==> src/rtl/uart_tx_pkg.sv <==
package uart_tx_pkg;

  localparam int unsigned BYTE_W = 8;

  typedef enum logic [2:0] {
    PAR_NONE  = 3'd0,
    PAR_EVEN  = 3'd1,
    PAR_ODD   = 3'd2,
    PAR_MARK  = 3'd3,
    PAR_SPACE = 3'd4
  } parMode_e;

  typedef enum logic [2:0] {
    ST_IDLE,
    ST_START,
    ST_DATA,
    ST_PARITY,
    ST_STOP,
    ST_BREAK,
    ST_GUARD
  } txState_e;

  // strobes from control to datapath, at most one per cycle
  typedef struct packed {
    logic loadFrame;
    logic shiftBit;
    logic emitParity;
    logic driveMark;
    logic driveSpace;
  } txStrobe_t;

  function automatic logic parityUsed(logic [2:0] code);
    return (code >= 3'd1) && (code <= 3'd4);
  endfunction

endpackage

==> src/rtl/uart_tx_ctrl.sv <==
module uart_tx_ctrl
  import uart_tx_pkg::*;
#(
  parameter int unsigned TICKS_PER_BIT = 16
) (
  input  logic       clk,
  input  logic       rstN,
  input  logic       tick16,
  input  logic       inValid,
  input  logic       breakReq,
  input  logic       ctsN,
  input  logic       xoffPause,
  input  logic       cfgHwFlow,
  input  logic       cfgSwFlow,
  input  logic [1:0] cfgDataLen,
  input  logic [1:0] cfgStop,
  input  logic [2:0] cfgParity,
  output logic       inReady,
  output logic       busy,
  output txStrobe_t  strb
);

  localparam int unsigned HALF_BIT = TICKS_PER_BIT / 2;
  localparam int unsigned CNT_W    = $clog2(2 * TICKS_PER_BIT + 1);
  localparam logic [CNT_W-1:0] BIT_LAST  = CNT_W'(TICKS_PER_BIT - 1);
  localparam logic [CNT_W-1:0] HALF_LAST = CNT_W'(TICKS_PER_BIT + HALF_BIT - 1);
  localparam logic [CNT_W-1:0] TWO_LAST  = CNT_W'(2 * TICKS_PER_BIT - 1);

  txState_e         state, nextState;
  logic [CNT_W-1:0] tickCnt;
  logic [2:0]       bitIdx;
  logic [2:0]       lastIdx;
  logic             parEnR;
  logic [CNT_W-1:0] stopLastR;
  logic [CNT_W-1:0] stopLastNew;

  logic accept, bitEnd, cntClr, cntInc, bitClr, bitInc;

  assign inReady = (state == ST_IDLE) && !breakReq
                   && (!cfgHwFlow || !ctsN)
                   && (!cfgSwFlow || !xoffPause);
  assign accept  = inValid && inReady;
  assign busy    = (state != ST_IDLE);
  assign bitEnd  = tick16 && (tickCnt == BIT_LAST);

  always_comb begin
    case (cfgStop)
      2'd0:    stopLastNew = BIT_LAST;
      2'd1:    stopLastNew = (cfgDataLen == 2'd0) ? HALF_LAST : TWO_LAST;
      default: stopLastNew = TWO_LAST;
    endcase
  end

  always_comb begin
    nextState = state;
    strb      = '0;
    cntClr    = 1'b0;
    cntInc    = 1'b0;
    bitClr    = 1'b0;
    bitInc    = 1'b0;
    case (state)
      ST_IDLE: begin
        if (breakReq) begin
          nextState       = ST_BREAK;
          strb.driveSpace = 1'b1;
        end else if (accept) begin
          nextState      = ST_START;
          strb.loadFrame = 1'b1;
          cntClr         = 1'b1;
        end
      end
      ST_START: begin
        if (bitEnd) begin
          nextState     = ST_DATA;
          strb.shiftBit = 1'b1;
          cntClr        = 1'b1;
          bitClr        = 1'b1;
        end else if (tick16) begin
          cntInc = 1'b1;
        end
      end
      ST_DATA: begin
        if (bitEnd) begin
          cntClr = 1'b1;
          if (bitIdx == lastIdx) begin
            if (parEnR) begin
              nextState       = ST_PARITY;
              strb.emitParity = 1'b1;
            end else begin
              nextState      = ST_STOP;
              strb.driveMark = 1'b1;
            end
          end else begin
            bitInc        = 1'b1;
            strb.shiftBit = 1'b1;
          end
        end else if (tick16) begin
          cntInc = 1'b1;
        end
      end
      ST_PARITY: begin
        if (bitEnd) begin
          nextState      = ST_STOP;
          strb.driveMark = 1'b1;
          cntClr         = 1'b1;
        end else if (tick16) begin
          cntInc = 1'b1;
        end
      end
      ST_STOP: begin
        if (tick16) begin
          if (tickCnt == stopLastR) begin
            nextState = ST_IDLE;
            cntClr    = 1'b1;
          end else begin
            cntInc = 1'b1;
          end
        end
      end
      ST_BREAK: begin
        if (!breakReq) begin
          nextState      = ST_GUARD;
          strb.driveMark = 1'b1;
          cntClr         = 1'b1;
        end
      end
      ST_GUARD: begin
        if (bitEnd) begin
          nextState = ST_IDLE;
          cntClr    = 1'b1;
        end else if (tick16) begin
          cntInc = 1'b1;
        end
      end
      default: nextState = ST_IDLE;
    endcase
  end

  always_ff @(posedge clk or negedge rstN) begin
    if (!rstN) begin
      state     <= ST_IDLE;
      tickCnt   <= '0;
      bitIdx    <= '0;
      lastIdx   <= 3'd7;
      parEnR    <= 1'b0;
      stopLastR <= BIT_LAST;
    end else begin
      state <= nextState;
      if (cntClr)      tickCnt <= '0;
      else if (cntInc) tickCnt <= tickCnt + 1'b1;
      if (bitClr)      bitIdx <= '0;
      else if (bitInc) bitIdx <= bitIdx + 1'b1;
      if (strb.loadFrame) begin
        lastIdx   <= 3'(cfgDataLen) + 3'd4;
        parEnR    <= parityUsed(cfgParity);
        stopLastR <= stopLastNew;
      end
    end
  end

  // stop counter never runs past the latched stop length
  p_stop_bound_r4: assert property (@(posedge clk) disable iff (!rstN)
    (state == ST_STOP) |-> (tickCnt <= stopLastR));

  // frame format registers hold for the whole frame
  p_cfg_hold_r10: assert property (@(posedge clk) disable iff (!rstN)
    ((state != ST_IDLE) && $past(state != ST_IDLE))
      |-> ($stable(stopLastR) && $stable(lastIdx) && $stable(parEnR)));

  // leaving a break always passes through the guard bit
  p_guard_after_break_r9: assert property (@(posedge clk) disable iff (!rstN)
    ($past(state == ST_BREAK) && (state != ST_BREAK)) |-> (state == ST_GUARD));

endmodule

==> src/rtl/uart_tx_dp.sv <==
module uart_tx_dp
  import uart_tx_pkg::*;
(
  input  logic              clk,
  input  logic              rstN,
  input  txStrobe_t         strb,
  input  logic [BYTE_W-1:0] inData,
  input  logic [1:0]        cfgDataLen,
  input  logic [2:0]        cfgParity,
  output logic              txd
);

  logic [BYTE_W-1:0] lenMask;
  logic [BYTE_W-1:0] maskedData;
  logic [BYTE_W-1:0] shiftReg;
  logic              parBitNew;
  logic              parBitR;
  logic              txdR;

  assign lenMask    = {BYTE_W{1'b1}} >> (2'd3 - cfgDataLen);
  assign maskedData = inData & lenMask;

  always_comb begin
    case (cfgParity)
      PAR_EVEN:  parBitNew = ^maskedData;
      PAR_ODD:   parBitNew = ~^maskedData;
      PAR_MARK:  parBitNew = 1'b1;
      default:   parBitNew = 1'b0;
    endcase
  end

  always_ff @(posedge clk or negedge rstN) begin
    if (!rstN) begin
      shiftReg <= '0;
      parBitR  <= 1'b0;
      txdR     <= 1'b1;
    end else if (strb.loadFrame) begin
      shiftReg <= maskedData;
      parBitR  <= parBitNew;
      txdR     <= 1'b0;
    end else if (strb.shiftBit) begin
      txdR     <= shiftReg[0];
      shiftReg <= shiftReg >> 1;
    end else if (strb.emitParity) begin
      txdR <= parBitR;
    end else if (strb.driveMark) begin
      txdR <= 1'b1;
    end else if (strb.driveSpace) begin
      txdR <= 1'b0;
    end
  end

  assign txd = txdR;

  // control never issues two line actions in one cycle
  p_one_action_r2: assert property (@(posedge clk) disable iff (!rstN)
    $onehot0(strb));

endmodule

==> src/rtl/uart_frame_tx.sv <==
module uart_frame_tx
  import uart_tx_pkg::*;
#(
  parameter int unsigned TICKS_PER_BIT = 16
) (
  input  logic       clk,
  input  logic       rstN,
  input  logic       tick16,
  input  logic       inValid,
  input  logic [7:0] inData,
  output logic       inReady,
  input  logic [1:0] cfgDataLen,
  input  logic [1:0] cfgStop,
  input  logic [2:0] cfgParity,
  input  logic       cfgHwFlow,
  input  logic       cfgSwFlow,
  input  logic       ctsN,
  input  logic       xoffPause,
  input  logic       breakReq,
  output logic       txd,
  output logic       busy
);

  txStrobe_t strb;

  uart_tx_ctrl #(.TICKS_PER_BIT(TICKS_PER_BIT)) ctrl_i (
    .clk        (clk),
    .rstN       (rstN),
    .tick16     (tick16),
    .inValid    (inValid),
    .breakReq   (breakReq),
    .ctsN       (ctsN),
    .xoffPause  (xoffPause),
    .cfgHwFlow  (cfgHwFlow),
    .cfgSwFlow  (cfgSwFlow),
    .cfgDataLen (cfgDataLen),
    .cfgStop    (cfgStop),
    .cfgParity  (cfgParity),
    .inReady    (inReady),
    .busy       (busy),
    .strb       (strb)
  );

  uart_tx_dp dp_i (
    .clk        (clk),
    .rstN       (rstN),
    .strb       (strb),
    .inData     (inData),
    .cfgDataLen (cfgDataLen),
    .cfgParity  (cfgParity),
    .txd        (txd)
  );

  p_idle_high_r1: assert property (@(posedge clk) disable iff (!rstN)
    !busy |-> txd);

  p_start_low_r2: assert property (@(posedge clk) disable iff (!rstN)
    (inValid && inReady) |=> (!txd && busy));

  p_cts_gate_r6: assert property (@(posedge clk) disable iff (!rstN)
    (cfgHwFlow && ctsN) |-> !inReady);

  p_xoff_gate_r7: assert property (@(posedge clk) disable iff (!rstN)
    (cfgSwFlow && xoffPause) |-> !inReady);

  p_break_blocks_r8: assert property (@(posedge clk) disable iff (!rstN)
    breakReq |-> !inReady);

  p_busy_blocks_r11: assert property (@(posedge clk) disable iff (!rstN)
    busy |-> !inReady);

endmodule

==> config.mk <==
export PLATFORM = sky130hd
export DESIGN_NAME = uart_frame_tx
export DESIGN_NICKNAME = d
export VERILOG_FILES = /design/src/rtl/uart_tx_pkg.sv /design/src/rtl/uart_tx_ctrl.sv /design/src/rtl/uart_tx_dp.sv /design/src/rtl/uart_frame_tx.sv
export SDC_FILE = /design/constraint.sdc
export NUM_CORES = 1
export LEC_CHECK = 0
export BUFFER_PORTS_ARGS = -buffer_cell sky130_fd_sc_hd__clkbuf_2
export CAP_MARGIN = 20
export CORE_MARGIN = 2
export CORE_UTILIZATION = 39
export DETAILED_ROUTE_END_ITERATION = 6
export GPL_ROUTABILITY_DRIVEN = 0
export GPL_TIMING_DRIVEN = 0
export PLACE_DENSITY = 0.68
export SYNTH_ARGS = -nofsm -noshare
export SYNTH_HDL_FRONTEND = slang
export SYNTH_SLANG_ARGS = --single-unit
==> constraint.sdc <==
create_clock -name clk -period 1.8 [get_ports clk]
set_clock_uncertainty 0.05 [all_clocks]
set_input_delay 0.45 -clock clk [delete_from_list [all_inputs] [get_ports clk]]
set_output_delay 0.45 -clock clk [all_outputs]
set_load 0.01 [all_outputs]
==> results of run 1 <==
kinds of logic after synthesis:
family	after synthesis
multiplexers	13
buffers and inverters	18
AND/OR/NAND/NOR	55
adder cells (fa/ha/maj)	2
XOR/XNOR	13
AO/OA/AOI/OAI	56
flip-flops	27
repair_timing:
item                       4_1_cts  5_1_grt
pin swaps                        8       11
setup buffers                   14        2
setup endpoints to repair       25       25
cloned                           1        0
hold buffers                     0        0
resized for setup               30       22
how the worst min path moves through the flow:
| stage | cells after the start | end | slack (ps) |
|---|---|---|---|
| after floorplan | 0 | ctrl_i.bitIdx[0] | 100 |
| after global placement | 2 | ctrl_i.stopLastR[3] | 420 |
| after detailed placement | 2 | ctrl_i.stopLastR[3] | 420 |
| after CTS | 1 | ctrl_i.state[2] | 180 |
| after global routing | 1 | ctrl_i.state[2] | 180 |
| final | 1 | ctrl_i.bitIdx[0] | 150 |
power breakdown:
part           internal [mW]  switching [mW]
Sequential             0.863           0.162
Combinational          0.816           0.839
Clock                  0.158           0.183
Total                   1.84            1.18
state kept, by name, indices dropped and copies added (netlist names):
| name | count |
|---|---|
| ctrl_i.tickCnt | 6 |
| ctrl_i.stopLastR | 2 |
| ctrl_i.state | 3 |
| dp_i.txd | 1 |
| ctrl_i.lastIdx | 2 |
| ctrl_i.bitIdx | 3 |
| dp_i.shiftReg | 8 |
| ctrl_i.parEnR | 1 |
| dp_i.parBitR | 1 |
cell usage after synthesis, drive strengths merged, types with 2 or more instances:
cell | count | share of area [%]
nor2b | 2 | 0.72
xnor2 | 5 | 2.5
o21ai | 14 | 4.2
or4 | 3 | 1.5
and3 | 2 | 1.0
ha | 2 | 1.4
nand2b | 2 | 0.72
or3 | 2 | 0.72
inv | 8 | 1.7
a31oi | 6 | 2.2
mux2 | 2 | 1.3
a21oi | 13 | 3.9
a211oi | 2 | 0.86
nand2 | 9 | 1.9
xor2 | 7 | 3.5
dfrtp | 23 | 33
dfstp | 4 | 6.0
a311oi | 2 | 1.0
buf | 9 | 3.1
nand3 | 7 | 2.0
a22o | 2 | 1.0
nor2 | 18 | 3.9
o31ai | 2 | 0.86
nor3b | 2 | 1.1
mux2i | 11 | 6.3
o211ai | 4 | 2.0
final cells by class:
class / count / area share, %
multi-input cells: 139 / 48.49
plain buffers: 8 / 3.394
well taps: 52 / 2.846
inverters: 8 / 1.533
repair buffers: 42 / 11.88
flip-flops and latches: 27 / 29.89
clock buffers: 4 / 1.970
worst register-to-register path, cell delays in order (launching register included):
cell and delay [ps]:
dfrtp_1 400, ha_2 200, and3_4 210, a221oi_4 320, o21ai_4 110, buf_6 130, or3_1 310, a21oi_2 120
per-stage QoR:
stage | instance area [um^2] | util [%] | worst slack, ps | TNS, ps
2_1_floorplan | 1763 | - | -108.6 | -195.1
3_3_place_gp | 1953 | 45.17 | -207.8 | -3254
3_5_place_dp | 1953 | 45.17 | -234.1 | -3339
4_1_cts | 2187 | 50.58 | -184.4 | -623.9
5_1_grt | 2286 | 52.86 | -234.0 | -2412
6_report | 2286 | 52.86 | -153.7 | -592.1
per-layer routing:
layer | vias to the layer above | track usage (%) | routed length, um | part of all wire, %
li1 | 762 | - | - | -
met1 | 734 | 23.82 | 1901 | 48
met2 | 35 | 27.73 | 1919 | 48
met3 | 2 | 2.991 | 135 | 3.4
met4 | 0 | 3.983 | 31 | 0.78
met5 | - | 0 | 0 | 0
==> results.txt, run 1 <==
- Outcome: finished, violations left
- The final reports fail on negative setup slack.
* Hold violation count in the final report: 0
* Count of buffering cells on the critical path with inverters included: 1
* Post-Synth Adder-Cell Area: 1.436%
- Seq. cell area: 683.2 um^2
- Average size of a mapped cell: 9.472 um^2
- Fill cells in the final layout number 428.
* Unique masters post-synth: 57
- For this design the ratio of total power to cell area is 1321 nW/um^2.
- The synthesized netlist devotes 22.54% of its cell area to compound gates.
- The die is 70.85 um tall.
- Share of synthesized area spent on multiplexers: 7.609%
- Post-route ant nets: 0
* Minimum setup slack in the final design: -153.7 ps
* Routed WL: 3.987 mm
* Required time at the endpoint of the critical path: 1300 ps
* Area of the multi-input gates: 1109 um^2
* Final critical-path required period: 1954 ps
- TritonCTS Buffers: 3
- The worst setup path is launched from a flop.
* Slowest stage cell, crit path: or4_4
- Setup-violating endpoint count in the final report: 9
* Clk sink count: 27
* Commonest non-fill, non-tap cell in the layout: clkbuf_2
- Hold timing on the final database bottoms out at a slack of 150.0 ps.
- The count of buffers added on input and output ports is 25.
* Buffers from clock root to sink, at most: 2
- The die covers 5020 um^2.
* Final slew viol count: 0
- Placed wire-length estimate after detailed placement: 2.710 mm
- Total track usage: 17.04%
* Static leakage: 1.033 nW
* Tcrit/Tclk final: 108.5%
* Reg2reg start: ctrl_i.tickCnt[0]
- From left edge to right edge, the die measures 70.85 um.
- The first global-routing pass estimated 6.989 mm of wire.
- The number of cells on the worst reg-to-reg path is 7.
- In this run the cell area of the synthesized design comes to 1743 um^2.
* Crit path capture type: primary output
- Worst-Skew Late Latency: 270 ps
- The number of global-route vias before repair is 1495.
* Register-to-register setup slack: -120 ps
- Walking the worst path, the cells encountered are or4_4 > nor2b_1 > buf_2.
- Max capacitance violation total: 0
- RSZ-0062 raised after global routing: true
- Slew margin rel.: 55.16%
- Area Growth Syn to Fin: 31.16%
* Number of DRC violations after detailed-routing iteration 0: 100
- The repair_antennas step left the layout with diodes totalling 0.
- The root buffer cell chosen for the clock tree is clkbuf_8.
* Area of the core region: 4324 um^2
- Based on the critical path, the design can be clocked at up to 511.8 MHz.
* Number of vias after detailed routing: 1533
- After detailed routing, the number of remaining DRC violations is 0.
- Along the worst path, the maximum fanout reaches 3.
- By area, the combinational part of the netlist is dominated by compound AO/OA/AOI/OAI gates.
* Via density: 5.475
- On the worst path, the slowest cell contributes a delay of 540 ps.
* Starting density of the core: 40.31%
- Final Total Pwr: 3.021 mW
- Worst R2R End: ctrl_i.tickCnt[3]
- Capturing element of the worst setup path: inReady
- Among all flip-flop cells after synthesis, the most frequent one is dfrtp_1.
- For this run, asynchronously set or reset flops after synthesis account for 100.0%.
- Pre-antenna DRT Iters: 4
- In this run the worst setup path begins at ctrl_i.state[1].
* Worst min-delay path class: primary input to async pin
* Number of placement rows: 24
- Worst-path clk slew: 90 ps
- Data arrival time of the worst path: 1450 ps
* CTS tree: done
- Measured slew at the worst slew-check pin: 672.6 ps
- In the layout the commonest cells are 25 x clkbuf_2, 21 x dfrtp_1, 13 x nor2_1.
- Synthesized flop and latch total: 27
- The number of antenna violations at the first check in global routing is 0.
- In this design, the largest share of critical-path delay is due to simple AND/OR/NAND/NOR gates.
* Post-DR wirelength/cell: 14.24 um
- The worst setup path is of the flop to primary output kind.
- Synth Warn #: 0
- Number of levels in the clock H-tree: 1
* Area share of and/or/nand/nor cells after synthesis: 16.94%
* Count of flip-flops with a built-in enable after synthesis: 0
- Counting buffers and inverters, the worst setup path is 3 cells deep.
- Number of nets in the final layout: 255
- Of the synthesized area, sequential elements account for 39.05%.
- Placed cell count: 261
* Maximum vdd drop: 0.4752 mV
- Entering global routing, the biggest net connects 28 pins.
* Post-synthesis xor/xnor area fraction: 7.322%
- Syn_nets: 210
* Grt ovf: 0
* Synth Instances: 184
* Number of placed I/O pins: 27
- Final cell count without fillers: 280
- Of the cells placed in the final design, the portion with a size suffix greater than 1 is 39.91%.
Note: power is estimated with default switching activity, not from simulation.
==> run 2: changes to the inputs <==
--- a/config.mk
+++ b/config.mk
@@ -13,6 +13,7 @@
 export GPL_ROUTABILITY_DRIVEN = 0
 export GPL_TIMING_DRIVEN = 0
 export PLACE_DENSITY = 0.68
+export RECOVER_POWER = 100
 export SYNTH_ARGS = -nofsm -noshare
 export SYNTH_HDL_FRONTEND = slang
 export SYNTH_SLANG_ARGS = --single-unit
==> results.txt, run 2 (same netlist as run 1, synthesis figures left out) <==
* Cell-by-cell listing of the critical path: or4_4 > nor2b_1 > buf_2 (unchanged)
- The number of top-level pins is 27 (unchanged).
- The number of clock sinks is 27 (unchanged).
* Startpoint Class: flop (unchanged)
* Global-route wire length before repair: 6.989 mm (unchanged)
* Placed Area: 1953 um^2 (unchanged)
- Number of placement rows: 24 (unchanged)
* TritonCTS Buffers: 3 (unchanged)
- The core area is 4324 um^2 (unchanged).
- The synthesis-to-layout area growth came to 30.94% (was 31.16%).
- Critical path's largest stage delay: 540 ps (about the same)
* Worst-path clk slew: 90 ps (about the same)
- The arrival time at the worst endpoint came to 1450 ps (about the same).
- Final slew viol count: 0 (unchanged)
- Via density: 5.443 (was 5.475)
- The setup slack after placement is -234.1 ps (unchanged).
- CTS tree: done (unchanged)
- Antenna violations before repair: 0 (unchanged)
* Max capacitance violation total: 0 (unchanged)
- Starting density of the core: 40.31% (unchanged)
* Slowest stage cell, crit path: or4_4 (unchanged)
- Die span in y: 70.85 um (unchanged)
- Required time at the endpoint of the critical path: 1300 ps (about the same)
* Worst-Skew Late Latency: 270 ps (about the same)
- Worst min-delay path class: primary input to flop (was primary input to async pin)
- The share of the core filled with cells came to 52.78% (was 52.86%).
- Worst setup path class: flop to primary output (unchanged)
- Failing checks: negative setup slack (unchanged)
- Commonest non-fill, non-tap cell in the layout: clkbuf_2 (unchanged)
- The global routing usage summed across all routing layers came to 17.04% (unchanged).
* Slew margin rel.: 4.859% (was 55.16%)
* Number of vias after detailed routing: 1524 (was 1533)
* Outcome: finished, violations left (unchanged)
* Top register by number of flip-flops: dp_i.shiftReg (unchanged)
- Hold violation count in the final report: 0 (unchanged)
- Highest clock frequency the design can meet: 511.8 MHz (about the same)
- The total of endpoints with negative setup slack in the final report is 14 (was 9).
- The maximum number of pins on one net before global-route repair came to 28 (unchanged).
* # port buffers: 25 (unchanged)
- The minimum setup slack among reg-to-reg paths was -110 ps (was -120 ps).
- The share of the clock period used by the worst path after layout is 108.5% (about the same).
* Power Dens Cells: 1322 nW/um^2 (was 1321 nW/um^2)
* RSZ-0062 raised after global routing: true (unchanged)
- The fraction of layout cells with a size suffix above 1 came to 38.60% (was 39.91%).
- Drc violations: 0 (unchanged)
- The final routed wire length divided by cell count came to 14.23 um (was 14.24 um).
- The number of buffers between clock root and the deepest sink is 2 (unchanged).
- Routed WL: 3.985 mm (was 3.987 mm)
- Antenna Diode Count: 0 (unchanged)
- Number of DRC violations after detailed-routing iteration 0: 106 (was 100)
- The post-route standard cell area excluding fillers came to 2282 um^2 (was 2286 um^2).
- The die area is 5020 um^2 (unchanged).
- Smallest hold slack: 335.8 ps (was 150.0 ps)
* Grt ovf: 0 (unchanged)
* Maximum fanout count along the critical path: 3 (unchanged)
- The flip-flop count of the largest register, all copies and words added came to 8 (unchanged).
* Measured slew at the worst slew-check pin: 1427 ps (was 672.6 ps)
- Static leakage: 1.029 nW (was 1.033 nW)
- The worst-case setup margin in the final layout is -153.9 ps (was -153.7 ps).
- The number of nets in the layout is 255 (unchanged).
* Post-route ant nets: 0 (unchanged)
- The number of global-route vias before repair was 1495 (unchanged).
* Overall die width: 70.85 um (unchanged)
* Maximum vdd drop: 0.4750 mV (was 0.4752 mV)
* Final critical-path required period: 1954 ps (about the same)
- Filler Cells Inserted: 429 (was 428)
- Crit path capture type: primary output (unchanged)
* Hold buffer count at CTS: 0 (unchanged)
- Pre-antenna DRT Iters: 4 (unchanged)
- Commonest non-fill, non-tap cells in the layout: 24 x clkbuf_2, 21 x dfrtp_1, 13 x nor2_1 (was 25 x clkbuf_2, 21 x dfrtp_1, 13 x nor2_1)
* Number of levels in the clock H-tree: 1 (unchanged)
- Biggest registers after layout: dp_i.shiftReg (8), ctrl_i.tickCnt (6) (unchanged)
- The buffer cell driving the clock tree root was clkbuf_8 (unchanged).
- Placed wire-length estimate after detailed placement: 2.710 mm (unchanged)
[run 2: cell types whose count changed in the layout (fill, tap and decap cells not counted)]
cell | before | now
dfstp_1 | 0 | 1
clkbuf_2 | 25 | 24
clkbuf_1 | 1 | 2
dfstp_2 | 4 | 3
and4_4 | 1 | 0
and4_1 | 0 | 1
[run 2: metrics by stage]
stage / instances / power (mW) / setup TNS (ps)
after floorplan: 184 / 1.875 / -195.1
after global placement: 261 / 2.128 / -3254
after detailed placement: 261 / 2.153 / -3339
after CTS: 278 / 2.859 / -623.9
after global routing: 280 / 3.269 / -2945
final: 280 / 3.017 / -640.9
[run 2: cell type report]
class | instances | area (um^2) | area share (%)
inverters | 8 | 35.03 | 1.535
plain buffers | 8 | 77.57 | 3.399
multi-input cells | 139 | 1106 | 48.46
well taps | 52 | 65.06 | 2.851
clock buffers | 4 | 45.04 | 1.974
repair buffers | 42 | 270.3 | 11.84
flip-flops and latches | 27 | 683.2 | 29.93
[run 2: power by group]
group          switching [mW]  internal [mW]
clock network           0.182          0.158
logic                   0.837          0.815
registers               0.162          0.862
[run 2: routing by layer]
layer,wire length [um],GRT usage [%],vias to the layer above
met1,1903,23.82,724
met4,31,3.983,0
li1,-,-,763
met5,0,0,-
met2,1909,27.73,35
met3,140,2.991,2
[run 2: path summary, 6_finish.rpt]
check,startpoint,endpoint,depth (start not counted)
max,ctrl_i.state[1],inReady,3
min,cfgParity[2],dp_i.parBitR,2
max reg2reg,ctrl_i.tickCnt[0],ctrl_i.tickCnt[3],7
min reg2reg,ctrl_i.stopLastR[3],ctrl_i.stopLastR[3],2
max in group asynchronous,rstN,ctrl_i.state[0],1
min in group asynchronous,rstN,ctrl_i.bitIdx[0],1
[run 2: worst max-delay path, delay by kind of cell (launching register included)]
| family | cells | cell delay [ps] |
|---|---|---|
| buf+inv | 1 | 130 |
| simple gates | 2 | 650 |
| flops | 1 | 410 |
[run 2: what timing repair did]
action / 4_1_cts / 5_1_grt
gates cloned: 1 / 0
setup endpoints to repair: 25 / 25
gates resized for setup: 30 / 22
setup buffers: 14 / 2
pin swaps: 8 / 11
endpoints found under the hold margin: 0 / 0
==> run 3: changes to the inputs <==
--- a/config.mk
+++ b/config.mk
@@ -7,7 +7,6 @@
 export LEC_CHECK = 0
 export BUFFER_PORTS_ARGS = -buffer_cell sky130_fd_sc_hd__clkbuf_2
 export CAP_MARGIN = 20
-export CORE_MARGIN = 2
 export CORE_UTILIZATION = 39
 export DETAILED_ROUTE_END_ITERATION = 6
 export GPL_ROUTABILITY_DRIVEN = 0
==> results.txt, run 3 (same netlist as run 1, synthesis figures left out) <==
- Hold violation count in the final report: 0 (unchanged)
- The number of nets in the layout is 259 (was 255).
- The register ranked first by flip-flop count is dp_i.shiftReg (unchanged).
* Buffers from clock root to sink, at most: 2 (unchanged)
- # port buffers: 25 (unchanged)
- Max capacitance violation total: 0 (unchanged)
* Length in cells of the worst reg-to-reg path: 9 (was 7)
- Maximum vdd drop: 0.6745 mV (was 0.4750 mV)
- Number of global-route vias before repair: 1506 (was 1495)
* Required time at the endpoint of the critical path: 1910 ps (was 1300 ps)
- Max FFs per register: 8 (unchanged)
* Number of placement rows: 23 (was 24)
- Measured slew at the worst slew-check pin: 1440 ps (was 1427 ps)
* Area of the core region: 4144 um^2 (was 4324 um^2)
* RSZ-0062 raised after global routing: true (unchanged)
* Maximum fanout count along the critical path: 4 (was 3)
- The die area was 4740 um^2 (was 5020 um^2).
- The number of top-level pins is 27 (unchanged).
- Number of levels in the clock H-tree: 1 (unchanged)
* Routed WL: 4.429 mm (was 3.985 mm)
* Number of DRC violations after detailed-routing iteration 0: 63 (was 106)
- Share of the core filled with cells: 58.27% (was 52.78%)
* Worst setup path class: flop to flop (was flop to primary output)
- The number of DRC violations after detailed routing was 0 (unchanged).
- The maximum number of pins on one net before global-route repair is 28 (unchanged).
- Overall die width: 68.85 um (was 70.85 um)
- Data arrival time of the worst path: 2060 ps (was 1450 ps)
- Static leakage: 1.084 nW (was 1.029 nW)
- Cell-by-cell listing of the critical path: ha_4 > buf_6 > nand3b_1 > o31a_1 > o21ai_4 > buf_4 > buf_4 > mux2i_1 > nor2_1 (was or4_4 > nor2b_1 > buf_2)
- Area Growth Syn to Fin: 38.55% (was 30.94%)
- Total track usage: 19.26% (was 17.04%)
- The critical path's slowest cell is dfrtp_1 (was or4_4).
* Failing checks: negative setup slack (unchanged)
* Filler Cells Inserted: 380 (was 429)
- Clk sink count: 27 (unchanged)
* Hold depth: 2 (unchanged)
* Crit path capture type: flop (was primary output)
* Pre-antenna DRT Iters: 4 (unchanged)
- The largest incremental delay on the critical path is 410 ps (was 540 ps).
* Starting density of the core: 42.06% (was 40.31%)
- Outcome: finished, violations left (unchanged)
- Root buf cell: clkbuf_8 (unchanged)
- The area of the multi-input gates is 1189 um^2 (was 1106 um^2).
* Seq. cell area: 681.9 um^2 (was 683.2 um^2)
- The relative max-transition margin is 3.967% (was 4.859%).
- The clock slew at the register clock pins of the worst setup and hold paths came to 90 ps (about the same).
- Commonest non-fill, non-tap cells in the layout: 24 x clkbuf_2, 22 x dfrtp_1, 17 x buf_4 (was 24 x clkbuf_2, 21 x dfrtp_1, 13 x nor2_1)
- Number of vias after detailed routing: 1609 (was 1524)
- The estimated wirelength of the detail-placed design came to 2.730 mm (was 2.710 mm).
* Via density: 5.706 (was 5.443)
- The clock tree from TritonCTS is done (unchanged).
- The count of antenna diodes in the layout was 0 (unchanged).
- Antenna violations before repair: 0 (unchanged)
- The share of the clock period used by the worst path after layout is 108.1% (was 108.5%).
* Highest clock frequency the design can meet: 514.0 MHz (was 511.8 MHz)
- The total of endpoints with negative setup slack in the final report came to 23 (was 14).
- Final Total Pwr: 3.219 mW (was 3.017 mW)
- Final critical-path required period: 1945 ps (was 1954 ps)
- Power Dens Cells: 1333 nW/um^2 (was 1322 nW/um^2)
* Most common cell type on the critical path: buf_4
- Worst-Skew Late Latency: 270 ps (about the same)
* Post-route ant nets: 0 (unchanged)
* Final slew viol count: 0 (unchanged)
- The vertical die dimension was 68.85 um (was 70.85 um).
* Grt ovf: 0 (unchanged)
- The number of CTS-inserted buffers came to 3 (unchanged).
* Startpoint Class: flop (unchanged)
- Global-route wire length before repair: 6.789 mm (was 6.989 mm)
- The worst-case setup margin in the final layout came to -145.4 ps (was -153.9 ps).
* Post-DR wirelength/cell: 15.71 um (was 14.23 um)
- Worst min-delay path class: primary input to flop (unchanged)
* Commonest non-fill, non-tap cell in the layout: clkbuf_2 (unchanged)
- Biggest registers after layout: dp_i.shiftReg (8), ctrl_i.tickCnt (6) (unchanged).
- The fraction of layout cells with a size suffix above 1 came to 44.40% (was 38.60%).
-- run 3: cell count changes in the layout (fill, tap and decap cells not counted), moves of 2 or more --
cell	previous run	this run
buf_4	12	17
buf_6	11	6
buf_8	0	2
clkbuf_16	0	2
nor2_1	13	9
nor2_2	2	6
or2_4	0	2
-- run 3: final cells by class --
type	instances	area share (%)
sequential	27	28.24
buffer	7	3.161
clock buffer	4	1.865
multi-input combinational	140	49.22
tap	50	2.591
inverter	8	1.347
timing repair buffer	46	13.58
-- run 3: final timing paths --
check | start | end | slack, ps
max | ctrl_i.tickCnt[1] | ctrl_i.tickCnt[1] | -150
min in group asynchronous | rstN | ctrl_i.tickCnt[1] | 440
min | cfgParity[2] | dp_i.parBitR | 330
min reg2reg | ctrl_i.stopLastR[3] | ctrl_i.stopLastR[3] | 440
max in group asynchronous | rstN | ctrl_i.state[1] | 310
max reg2reg | ctrl_i.tickCnt[1] | ctrl_i.tickCnt[1] | -150
-- run 3: per-layer routing --
| layer | track usage (%) | share of wire, % | vias up |
|---|---|---|---|
| li1 | - | - | 771 |
| met1 | 26.38 | 48 | 796 |
| met4 | 7.908 | 1.2 | 0 |
| met2 | 30.46 | 48 | 36 |
| met3 | 2.467 | 2.8 | 6 |
| met5 | 0 | 0 | - |
-- run 3: worst max-delay path, delay by kind of cell (launching register included) --
family | cells | cell delay (ps)
compound gates | 2 | 530
flops | 1 | 410
buf+inv | 3 | 330
mux | 1 | 180
fa+ha+maj | 1 | 160
simple gates | 2 | 160
-- run 3: power breakdown --
group / internal (mW) / switching (mW)
logic: 0.905 / 0.929
registers: 0.862 / 0.173
clock network: 0.159 / 0.192
total: 1.93 / 1.29
-- run 3: what timing repair did --
| action | 4_1_cts | 5_1_grt |
|---|---|---|
| buffers inserted | 16 | 2 |
| endpoints found under the setup margin | 25 | 28 |
| pin swaps | 11 | 13 |
| cloned | 1 | 3 |
| resized for setup | 34 | 34 |
| hold buffers | 0 | 0 |
-- run 3: through the flow --
stage / worst slack, ps / instances / hold slack [ps] / setup TNS (ps) / area, um^2
after floorplan: -108.6 / 184 / 104.4 / -195.1 / 1763
after global placement: -213.7 / 259 / 418.8 / -3402 / 1951
after detailed placement: -220.5 / 259 / 420.0 / -3625 / 1951
after CTS: -178.3 / 279 / 168.7 / -2282 / 2231
after global routing: -235.4 / 282 / 325.5 / -2953 / 2415
final: -145.4 / 282 / 331.9 / -1388 / 2415
